$ cat src/rtl/own_pkg.sv
package own_pkg;
    typedef struct packed {
        logic own;
        logic shr;
    } line_bits_t;
endpackage

$ cat src/rtl/own_line_cell.sv
module own_line_cell
    import own_pkg::*;
(
    input  logic clk,
    input  logic rst,
    input  logic sel,
    input  logic pwip,
    input  logic bus_set_own,
    input  logic bus_clr_own,
    input  logic set_shr,
    input  logic clr_shr,
    output logic own,
    output logic shr
);
    line_bits_t st_d, st_q;
    logic       claim;

    always_comb begin
        st_d  = st_q;
        claim = pwip && !st_q.shr;
        if (sel) begin
            if (bus_clr_own)
                st_d.own = 1'b0;
            else if (bus_set_own || claim)
                st_d.own = 1'b1;
            if (clr_shr)
                st_d.shr = 1'b0;
            else if (set_shr)
                st_d.shr = 1'b1;
        end
    end

    always_ff @(posedge clk) begin
        if (rst)
            st_q <= '0;
        else
            st_q <= st_d;
    end

    assign own = st_q.own;
    assign shr = st_q.shr;

    // clear dominates set
    a_r5_clear_wins: assert property (@(posedge clk) disable iff (rst)
        (sel && bus_clr_own) |=> !own);
    // a shared line is not claimed by a processor write
    a_r10_shared_no_claim: assert property (@(posedge clk) disable iff (rst)
        (sel && pwip && shr && !own && !bus_set_own) |=> !own);
    // an unselected line holds
    a_r11_unsel_hold: assert property (@(posedge clk) disable iff (rst)
        !sel |=> ($stable(own) && $stable(shr)));
endmodule

$ cat src/rtl/own_sel_gate.sv
module own_sel_gate #(
    parameter int LINES = 4
) (
    input  logic [LINES-1:0] sel_in,
    input  logic [LINES-1:0] shr_vec,
    input  logic             pwip,
    output logic [LINES-1:0] sel_out
);
    always_comb begin
        sel_out = sel_in;
        if (pwip)
            sel_out = sel_in & ~shr_vec;
    end
endmodule

$ cat src/rtl/own_rd_latch.sv
module own_rd_latch
    import own_pkg::*;
#(
    parameter int LINES = 4
) (
    input  logic             clk,
    input  logic             rst,
    input  logic             ld,
    input  logic [LINES-1:0] sel,
    input  logic [LINES-1:0] own_vec,
    input  logic [LINES-1:0] shr_vec,
    output logic             own_out,
    output logic             shr_out
);
    line_bits_t lat_d, lat_q;

    always_comb begin
        lat_d = lat_q;
        if (ld) begin
            lat_d.own = |(sel & own_vec);
            lat_d.shr = |(sel & shr_vec);
        end
    end

    always_ff @(posedge clk) begin
        if (rst)
            lat_q <= '0;
        else
            lat_q <= lat_d;
    end

    assign own_out = lat_q.own;
    assign shr_out = lat_q.shr;

    // the latch holds without a load
    a_r6_latch_hold: assert property (@(posedge clk) disable iff (rst)
        !ld |=> ($stable(own_out) && $stable(shr_out)));
endmodule

$ cat src/rtl/own_bit_array.sv
module own_bit_array #(
    parameter int LINES = 4
) (
    input  logic             clk,
    input  logic             rst,
    input  logic [LINES-1:0] sel_in,
    input  logic             pwip_in,
    input  logic             bus_set_own,
    input  logic             bus_clr_own,
    input  logic             set_shr,
    input  logic             clr_shr,
    input  logic             ld_rd,
    output logic             own_out,
    output logic             shr_out,
    output logic             pwip_out,
    output logic [LINES-1:0] sel_out
);
    logic [LINES-1:0] own_vec;
    logic [LINES-1:0] shr_vec;
    logic             pwip_d, pwip_q;

    always_comb begin
        pwip_d = pwip_in;
    end

    always_ff @(posedge clk) begin
        if (rst)
            pwip_q <= 1'b0;
        else
            pwip_q <= pwip_d;
    end

    assign pwip_out = pwip_q;

    for (genvar i = 0; i < LINES; i++) begin : g_line
        own_line_cell u_cell (
            .clk         (clk),
            .rst         (rst),
            .sel         (sel_in[i]),
            .pwip        (pwip_q),
            .bus_set_own (bus_set_own),
            .bus_clr_own (bus_clr_own),
            .set_shr     (set_shr),
            .clr_shr     (clr_shr),
            .own         (own_vec[i]),
            .shr         (shr_vec[i])
        );
    end

    own_sel_gate #(.LINES(LINES)) u_gate (
        .sel_in  (sel_in),
        .shr_vec (shr_vec),
        .pwip    (pwip_q),
        .sel_out (sel_out)
    );

    own_rd_latch #(.LINES(LINES)) u_latch (
        .clk     (clk),
        .rst     (rst),
        .ld      (ld_rd),
        .sel     (sel_in),
        .own_vec (own_vec),
        .shr_vec (shr_vec),
        .own_out (own_out),
        .shr_out (shr_out)
    );

    // the flag follows its request one cycle later
    a_r7_flag_rise: assert property (@(posedge clk) disable iff (rst)
        pwip_in |=> pwip_out);
    a_r7_flag_fall: assert property (@(posedge clk) disable iff (rst)
        !pwip_in |=> !pwip_out);
    // the select passes through while no processor write is running
    a_r8_pass_through: assert property (@(posedge clk) disable iff (rst)
        !pwip_out |-> (sel_out == sel_in));
    // no select means no RAM select
    a_r11_idle_select: assert property (@(posedge clk) disable iff (rst)
        (sel_in == '0) |-> (sel_out == '0));
endmodule

$ cat config.mk
export PLATFORM = sky130hd
export DESIGN_NAME = own_bit_array
export DESIGN_NICKNAME = d
export VERILOG_FILES = /design/src/rtl/own_pkg.sv /design/src/rtl/own_line_cell.sv /design/src/rtl/own_sel_gate.sv /design/src/rtl/own_rd_latch.sv /design/src/rtl/own_bit_array.sv
export SDC_FILE = /design/constraint.sdc
export NUM_CORES = 1
export LEC_CHECK = 0
export CAP_MARGIN = 20
export CORE_MARGIN = 4
export CORE_UTILIZATION = 40
export CTS_CLUSTER_SIZE = 8
export DETAILED_ROUTE_END_ITERATION = 10
export DONT_BUFFER_PORTS = 1
export PLACE_DENSITY_LB_ADDON = 0.15
export SLEW_MARGIN = 20
export SYNTH_ARGS = -nofsm -noshare
export SYNTH_HDL_FRONTEND = slang
export SYNTH_HIERARCHICAL = 1
export SYNTH_SLANG_ARGS = --single-unit
$ cat constraint.sdc
create_clock -name clk -period 1.8 [get_ports clk]
set_input_delay 0 -clock clk [delete_from_list [all_inputs] [get_ports clk]]
set_output_delay 0 -clock clk [all_outputs]
set_load 0.03 [all_outputs]
==> results.json, run 1 <==
{
  "post_drt_wl_per_cell_um": 17.77,
  "avgSynthCellArea_um2": 9.986,
  "finalCritPeriodShare_pct": 89.59,
  "synth_top_family_by_area": "compound AO/OA/AOI/OAI gates",
  "nets": 86,
  "maxCapViolCount": 0,
  "period_needed_ps": 1613,
  "grt_first_pass_wirelength_um": 2408,
  "drive_gt1_share_pct": 19.18,
  "outcome": "finished clean",
  "hold_slack_ps": 12.84,
  "first_global_vias": 542,
  "ios": 19,
  "fin_tns_setup_ps": 0,
  "ys_warn_count": 6,
  "synth-simple-area-share_pct": 21.45,
  "clk_root_buffer_cell": "clkbuf_4",
  "drv_slew": 0,
  "synth_fa_ha_area_share_pct": 0,
  "grt_max_degree": 12,
  "holdCritPathClass": "input port to flip-flop",
  "switching_power_mw": 0.1709,
  "muxShareOfSynthArea_pct": 0,
  "design_area_um2": 735.7,
  "endpoint_kind": "flip-flop",
  "num-fill-cells": 110,
  "cp.required_ps": 2030,
  "antenna_cells": 0,
  "synth_cell_types": 11,
  "port_buffers": 0,
  "h-tree-depth": 1,
  "coreArea_um2": 1171,
  "power_density_nw_per_um2": 773.2,
  "synth_xor_area_share_pct": 0,
  "antenna_violating_nets_post_route": 0,
  "netlist_area_um2": 519.2,
  "totalWireLength_um": 1546,
  "power.share.sequential_pct": 49.7,
  "syn_to_final_growth_pct": 41.69,
  "cts_tree": "done",
  "rsz0062_at_grt": "false",
  "viasPerCell": 6.126,
  "vias": 533,
  "gp_congestion": 0.7048,
  "antenna_found_initial": 0,
  "grt_overflow": 0,
  "p_leak_nw": 0.2794,
  "dpl_cell_area_um2": 536.8,
  "groute.usage.overall_pct": 17.68,
  "combinationalPowerShare_pct": 19.0,
  "clkSlewWorstSetupHoldPaths_ps": 80,
  "p_total_mw": 0.5689,
  "start_util_pct": 44.34,
  "fin_skew_ps": 12.02,
  "place_hpwl_um": 897.9,
  "clock_sinks": 11,
  "worst_pin_slew_ps": 679.3,
  "pwr-share-clk_pct": 31.2,
  "clock_tree.buffer_depth": 2,
  "max_freq_ghz": 0.6201,
  "firstDrtPassIters": 4,
  "slew_headroom_pct": 54.62,
  "crit_arrival_ps": 1840,
  "critPathLaunchType": "flip-flop",
  "numCtsBuffers": 3,
  "die_area_um2": 1939,
  "post_cts_buffers": 0,
  "final-setup-viol-count": 0,
  "crit_fanout": 9,
  "synthCells": 52,
  "syn_nets": 64,
  "intPower_mw": 0.3979,
  "p_sw_share_pct": 30.04,
  "synth-seq-cells": 11,
  "synth_compound_area_share_pct": 36.14,
  "path_class": "flip-flop to flip-flop",
  "clk_latency_ps": 280,
  "fp-row-count": 12,
  "ys_seq_area_share_pct": 42.41,
  "die_h_um": 44.03,
  "die-width_um": 44.03,
  "drc": 0,
  "drt_iter0_drc": 11,
  "hold_viol": 0,
  "ir_drop_v": 0.0004657
}
[flip-flops by register name (all words and copies together) (netlist names)]
name and count:
u_latch/own_out 1, u_latch/shr_out 1, pwip_out 1, g_line.u_cell/own 4, g_line.u_cell/shr 4
[power groups by stage]
stage                     logic [mW]  registers (mW)  clock network [mW]
final                          0.108           0.283               0.178
after global routing           0.116           0.285               0.197
after detailed placement      0.0632           0.288                   0
after floorplan               0.0576           0.284                   0
after CTS                      0.105           0.282               0.178
after global placement        0.0611           0.286                   0
[synth_stat cells (all sizes together)]
| cell type | number | area share [%] |
|---|---|---|
| dfxtp | 11 | 42 |
| a2111oi | 4 | 12 |
| nor2 | 10 | 7.2 |
| a21oi | 4 | 3.9 |
| a311oi | 2 | 3.4 |
| nor2b | 1 | 2.6 |
| nand2b | 4 | 4.8 |
| a22oi | 4 | 5.8 |
| a21boi | 4 | 5.8 |
| and2 | 4 | 6.7 |
| a211oi | 4 | 5.8 |
[what timing repair did]
action	4_1_cts	5_1_grt
endpoints found under the setup margin	0	3
hold buffers	17	0
hold endpoints to repair	11	0
resized for setup	0	1
[cell type report]
cell class | count | area [µm²] | share of cell area [%]
Tap cell | 14 | 17.52 | 2.381
Clock inverter | 1 | 5.005 | 0.6803
Sequential cell | 11 | 221.5 | 30.10
Timing Repair Buffer | 17 | 170.2 | 23.13
Multi-Input combinational cell | 41 | 299.0 | 40.65
Clock buffer | 3 | 22.52 | 3.061
[routing by layer]
metal	vias to the layer above	track usage (%)	share of wire (%)
met5	-	0	0
met2	38	29.07	48
met1	249	17.16	38
met4	0	15.06	4.3
li1	239	-	-
met3	7	6.911	9.4
[critical path, stage by stage, from the launching register on]
cell	delay (ps)
dfxtp_2	510
nand2b_1	110
a2111oi_2	330
dlygate4sd3_1	620
[logic make-up after synthesis]
| logic type | Yosys count |
|---|---|
| AO/OA/AOI/OAI | 22 |
| flip-flops | 11 |
| AND/OR/NAND/NOR | 19 |
[final timing paths]
check / to / start / slack [ps] / cells past startpoint
worst max-delay path: g_line[0].u_cell/own$_SDFFE_PP0P_ / pwip_out$_SDFF_PP0_ / 190 / 3
worst max register to register: g_line[0].u_cell/own$_SDFFE_PP0P_ / pwip_out$_SDFF_PP0_ / 190 / 3
worst min register to register: g_line[3].u_cell/shr$_SDFFE_PP0P_ / g_line[3].u_cell/shr$_SDFFE_PP0P_ / 550 / 2
worst min-delay path: u_latch/shr_out$_SDFFE_PP0P_ / sel_in[2] / 10 / 2
[stage by stage]
step / instances / worst slack (ps) / utilization, %
global route: 87 / 82.44 / 62.82
global placement: 66 / 599.8 / 45.83
CTS: 87 / 52.04 / 62.71
finish: 87 / 187.4 / 62.82
floorplan: 52 / 707.5 / -
detailed placement: 66 / 563.6 / 45.83
[placed cells by master (no fill, tap or decap)]
master / instances
dfxtp_2: 1
a2111oi_2: 4
a21boi_1: 4
dfxtp_1: 10
clkbuf_4: 3
and2_4: 4
nor2_1: 10
clkinv_2: 1
dlygate4sd3_1: 17
nor2b_4: 1
a21oi_1: 4
nand2b_1: 4
a211oi_1: 4
a311oi_1: 2
a22oi_1: 4
No activity file was read; power rests on OpenSTA's default activity.
==> inputs of run 2 (changes only) <==
Settings changed: CORE_AREA set to 4 4 41 43, CORE_MARGIN 4 to unset, CORE_UTILIZATION 40 to unset, DIE_AREA set to 0 0 45 47.
==> run 2 against run 1 <==
Against the previous run:
- routed wire length fell by 5.8%
- critical path depth did not move
- die area rose by 9.1%
- worst hold slack improved by 12 ps
- non-clock buffer count fell by 1
- setup slack improved by 50 ps
- utilization fell by 7.1 points
- first-iteration DRC count rose by 9.1%
- global-route usage fell by 1.8 points
- count of clock-buffer cells in the layout rose by 1
- largest cell class unchanged
==> results.json, run 2 (synthesized netlist as in run 1, its figures left out) <==
{
  "outcome": "finished clean",
  "die-width_um": 45,
  "firstDrtPassIters": 4,
  "antenna_cells": 0,
  "hold_viol": 0,
  "cp_cell_sequence": "nand2b_1 -> a2111oi_2 -> dlygate4sd3_1",
  "cts_tree": "done",
  "viasPerCell": 5.908,
  "crit_slowest_cell": "dlygate4sd3_1",
  "instances_no_fill": 87,
  "totalWireLength_um": 1457,
  "first_global_vias": 529,
  "period_needed_ps": 1563,
  "fp-row-count": 13,
  "slew_headroom_pct": 55.23,
  "drive_gt1_share_pct": 18.06,
  "die_h_um": 47,
  "numCtsBuffers": 3,
  "drc": 0,
  "ir_drop_v": 0.0004200,
  "rsz0062_at_grt": "false",
  "antenna_violating_nets_post_route": 0,
  "post_drt_wl_per_cell_um": 16.75,
  "final-setup-viol-count": 0,
  "rrSetupSlack_ps": 240,
  "clock_tree.buffer_depth": 2,
  "path_class": "flip-flop to flip-flop",
  "place_hpwl_um": 942,
  "endpoint_kind": "flip-flop",
  "finish.utilization_pct": 55.77,
  "groute.usage.overall_pct": 15.87,
  "holdCritPathClass": "input port to flip-flop",
  "grt_overflow": 0,
  "grt_max_degree": 12,
  "cpPeakStageDelay_ps": 580,
  "design_area_um2": 725.7,
  "nets": 85,
  "clk_root_buffer_cell": "clkbuf_4",
  "power_density_nw_per_um2": 766.0,
  "critPathLaunchType": "flip-flop",
  "drt_iter0_drc": 12,
  "h-tree-depth": 1,
  "gp_congestion": 0.8109,
  "max_freq_ghz": 0.6398,
  "ios": 19,
  "cp.required_ps": 2010,
  "clk_latency_ps": 260,
  "die_area_um2": 2115,
  "coreArea_um2": 1301,
  "clkSlewWorstSetupHoldPaths_ps": 70,
  "fin_tns_setup_ps": 0,
  "maxCapViolCount": 0,
  "layout_commonest_cell": "dlygate4sd3_1",
  "crit_arrival_ps": 1770,
  "vias": 514,
  "grt_first_pass_wirelength_um": 2435,
  "placed_cells": 67,
  "drv_slew": 0,
  "clock_sinks": 11,
  "port_buffers": 0,
  "fin_skew_ps": 1.634,
  "holdPathStages": 2,
  "worst_pin_slew_ps": 670.2,
  "layout_common_cells": "dlygate4sd3_1, nor2_1, dfxtp_1",
  "antenna_found_initial": 0,
  "start_util_pct": 39.90,
  "reg2reg_depth": 3,
  "dpl_cell_area_um2": 538.0,
  "p_leak_nw": 0.2722,
  "crit_fanout": 9,
  "hold_slack_ps": 25.26,
  "finalCritPeriodShare_pct": 86.84,
  "syn_to_final_growth_pct": 39.76
}
==> run 2: changes by cell type in the layout (fill, tap and decap cells not counted) <==
| cell | previous run | this run |
|---|---|---|
| dlygate4sd3_1 | 17 | 16 |
| clkinv_2 | 1 | 0 |
| clkbuf_1 | 0 | 1 |
==> run 2: repair_timing <==
action                                  CTS  global route
gates resized for setup                   0             1
endpoints found under the hold margin    11             0
buffers inserted                          0             0
hold buffers                             16             0
endpoints found under the setup margin    0             2
==> run 2: per-layer routing <==
layer | wire [µm] | GRT usage, % | vias up
li1 | - | - | 239
met1 | 621 | 19.82 | 237
met2 | 660 | 26.55 | 36
met3 | 165 | 5.747 | 2
met4 | 8 | 2.924 | 0
met5 | 0 | 0 | -
==> run 2: worst paths after layout <==
| path | to | start |
|---|---|---|
| worst min register to register | g_line[1].u_cell/own$_SDFFE_PP0P_ | g_line[1].u_cell/own$_SDFFE_PP0P_ |
| worst min-delay path | u_latch/own_out$_SDFFE_PP0P_ | sel_in[3] |
| worst max register to register | g_line[0].u_cell/own$_SDFFE_PP0P_ | pwip_out$_SDFF_PP0_ |
| worst max-delay path | g_line[0].u_cell/own$_SDFFE_PP0P_ | pwip_out$_SDFF_PP0_ |
==> run 2: metrics by stage <==
step	power [mW]	worst slack (ps)
2_1_floorplan	0.3411	707.5
5_1_grt	0.5823	124.7
3_3_place_gp	0.3489	624.5
4_1_cts	0.5574	35.70
6_report	0.5559	236.9
3_5_place_dp	0.3515	560.9
==> run 2: critical path, delay by kind of cell, from the launching register on <==
family          cells  cell delay, ps
simple gates        1             130
flops               1             510
compound gates      1             290
buf+inv             1             580
==> run 2: final cells by class <==
type                    count  area [µm²]
clock buffers               4       26.28
fillers                   114       575.6
multi-input cells          41       299.0
flip-flops and latches     11       221.5
well taps                  15       18.77
repair buffers             16       160.2
==> run 2: where the power goes <==
group	switching [mW]	internal, mW	total, mW	leakage [nW]
sequential	0.0244	0.259	0.283	0.0910
clock	0.0841	0.0855	0.170	0.0150
combinational	0.0489	0.0541	0.103	0.166
total	0.157	0.399	0.556	0.272
==> inputs of run 3 (changes only) <==
--- a/constraint.sdc
+++ b/constraint.sdc
@@ -3,2 +3,2 @@
 set_output_delay 0 -clock clk [all_outputs]
-set_load 0.03 [all_outputs]
+set_load 0.02 [all_outputs]
==> run 3 against run 2 <==
Against the previous run:
- critical endpoint is now g_line[3].u_cell/own$_SDFFE_PP0P_
- critical path type unchanged
- combinational power barely moved
- largest power group unchanged
- die area did not move
- count of clock-buffer cells in the layout did not move
- fmax fell by 2.6%
- final cell count did not move
==> results.json, run 3 (synthesized netlist as in run 1, its figures left out) <==
{
  "ir_drop_v": 0.0004705,
  "fin_skew_ps": 1.334,
  "die_area_um2": 2115,
  "holdPathStages": 2,
  "r2r_end": "g_line[3].u_cell/own$_SDFFE_PP0P_",
  "path_class": "flip-flop to flip-flop",
  "reg2reg_depth": 3,
  "die_h_um": 47,
  "fin_tns_setup_ps": 0,
  "clock_sinks": 11,
  "power_density_nw_per_um2": 768.9,
  "start_util_pct": 39.90,
  "grt_overflow": 0,
  "antenna_violating_nets_post_route": 0,
  "totalWireLength_um": 1646,
  "h-tree-depth": 1,
  "fp-row-count": 13,
  "hp-start": "sel_in[2]",
  "switching_power_mw": 0.1586,
  "maxCapViolCount": 0,
  "holdCritPathClass": "input port to flip-flop",
  "grt_max_degree": 12,
  "drt_iter0_drc": 24,
  "finish.utilization_pct": 55.77,
  "layout_commonest_cell": "dlygate4sd3_1",
  "timing.rr.start": "pwip_out$_SDFF_PP0_",
  "design_area_um2": 725.7,
  "clk_root_buffer_cell": "clkbuf_4",
  "grt_first_pass_wirelength_um": 2594,
  "period_needed_ps": 1604,
  "drc": 0,
  "clk_latency_ps": 270,
  "die-width_um": 45,
  "ios": 19,
  "num-fill-cells": 127,
  "groute.usage.overall_pct": 17.99,
  "post_cts_buffers": 0,
  "rrSetupSlack_ps": 200,
  "outcome": "finished clean",
  "drv_slew": 0,
  "crit_arrival_ps": 1820,
  "coreArea_um2": 1301,
  "clkSlewWorstSetupHoldPaths_ps": 70,
  "nets": 85,
  "endpoint_kind": "flip-flop",
  "gp_congestion": 0.7983,
  "hold_viol": 0,
  "finalCritPeriodShare_pct": 89.13,
  "antenna_cells": 0,
  "first_global_vias": 518,
  "hold_end": "u_latch/shr_out$_SDFFE_PP0P_",
  "rsz0062_at_grt": "false",
  "cts_tree": "done",
  "intPower_mw": 0.3993,
  "p_leak_nw": 0.2721,
  "layout_common_cells": "dlygate4sd3_1, nor2_1, dfxtp_1",
  "clock_tree.buffer_depth": 2,
  "viasPerCell": 5.966,
  "pwr-share-clk_pct": 31.4,
  "combinationalPowerShare_pct": 18.4,
  "antenna_found_initial": 0,
  "crit_fanout": 9,
  "syn_to_final_growth_pct": 39.76,
  "post_drt_wl_per_cell_um": 18.92,
  "worst_pin_slew_ps": 586.7,
  "power.share.sequential_pct": 50.2,
  "dpl_cell_area_um2": 538.0,
  "p_total_mw": 0.5580,
  "firstDrtPassIters": 4,
  "vias": 519,
  "max_freq_ghz": 0.6233,
  "drive_gt1_share_pct": 18.06,
  "cp.required_ps": 2020,
  "p_sw_share_pct": 28.43,
  "slew_headroom_pct": 60.76,
  "port_buffers": 0,
  "critPathLaunchType": "flip-flop",
  "numCtsBuffers": 3,
  "final-setup-viol-count": 0
}
[run 3: cell counts in the layout (fill, tap and decap cells not counted)]
Identical to the previous run, type by type.
[run 3: per-layer routing]
metal	share of wire, %	vias up	global-route usage [%]	wire length (µm)
li1	-	242	-	-
met1	42	246	21.56	692
met2	47	24	30.79	775
met3	7.9	7	3.448	130
met4	2.9	0	8.772	47
met5	0	-	0	0
[run 3: how the worst max path moves through the flow]
stage / slack [ps] / end / start / cells past startpoint
floorplan: 780 / g_line[0].u_cell/own$_SDFFE_PP0P_ / pwip_out$_SDFF_PP0_ / 2
global placement: 700 / g_line[0].u_cell/own$_SDFFE_PP0P_ / pwip_out$_SDFF_PP0_ / 2
detailed placement: 620 / g_line[3].u_cell/own$_SDFFE_PP0P_ / pwip_out$_SDFF_PP0_ / 2
CTS: 90 / g_line[3].u_cell/own$_SDFFE_PP0P_ / pwip_out$_SDFF_PP0_ / 3
global route: 110 / g_line[3].u_cell/own$_SDFFE_PP0P_ / pwip_out$_SDFF_PP0_ / 3
finish: 200 / g_line[3].u_cell/own$_SDFFE_PP0P_ / pwip_out$_SDFF_PP0_ / 3
[run 3: worst max-delay path, cell delays in order, from the launching register on]
cell,delay (ps)
dfxtp_2,480
nand2b_1,120
a2111oi_2,360
dlygate4sd3_1,600
[run 3: through the flow]
| step | hold slack [ps] | worst slack, ps | instances |
|---|---|---|---|
| floorplan | 64.28 | 782.9 | 52 |
| CTS | 23.05 | 87.05 | 87 |
| finish | 22.25 | 195.6 | 87 |
| global route | 31.57 | 106.2 | 87 |
| global placement | 67.23 | 700.8 | 67 |
| detailed placement | 67.20 | 616.0 | 67 |
[run 3: what timing repair did]
action | 4_1_cts | 5_1_grt
endpoints found under the hold margin | 11 | 0
resized for setup | 0 | 1
setup endpoints to repair | 0 | 2
hold buffers | 16 | 0
[run 3: layout make-up]
type	count	area, µm²	area share (%)
Timing Repair Buffer	16	160.2	22.07
Tap cell	15	18.77	2.586
Multi-Input combinational cell	41	299.0	41.21
Sequential cell	11	221.5	30.52
Clock buffer	4	26.28	3.621
[run 3: power groups by stage]
stage          Sequential, mW  Combinational, mW  Clock [mW]
6_report                0.280              0.103       0.175
5_1_grt                 0.283              0.110       0.190
4_1_cts                 0.279             0.0992       0.180
3_5_place_dp            0.285             0.0593           0
3_3_place_gp            0.284             0.0574           0
2_1_floorplan           0.280             0.0534           0
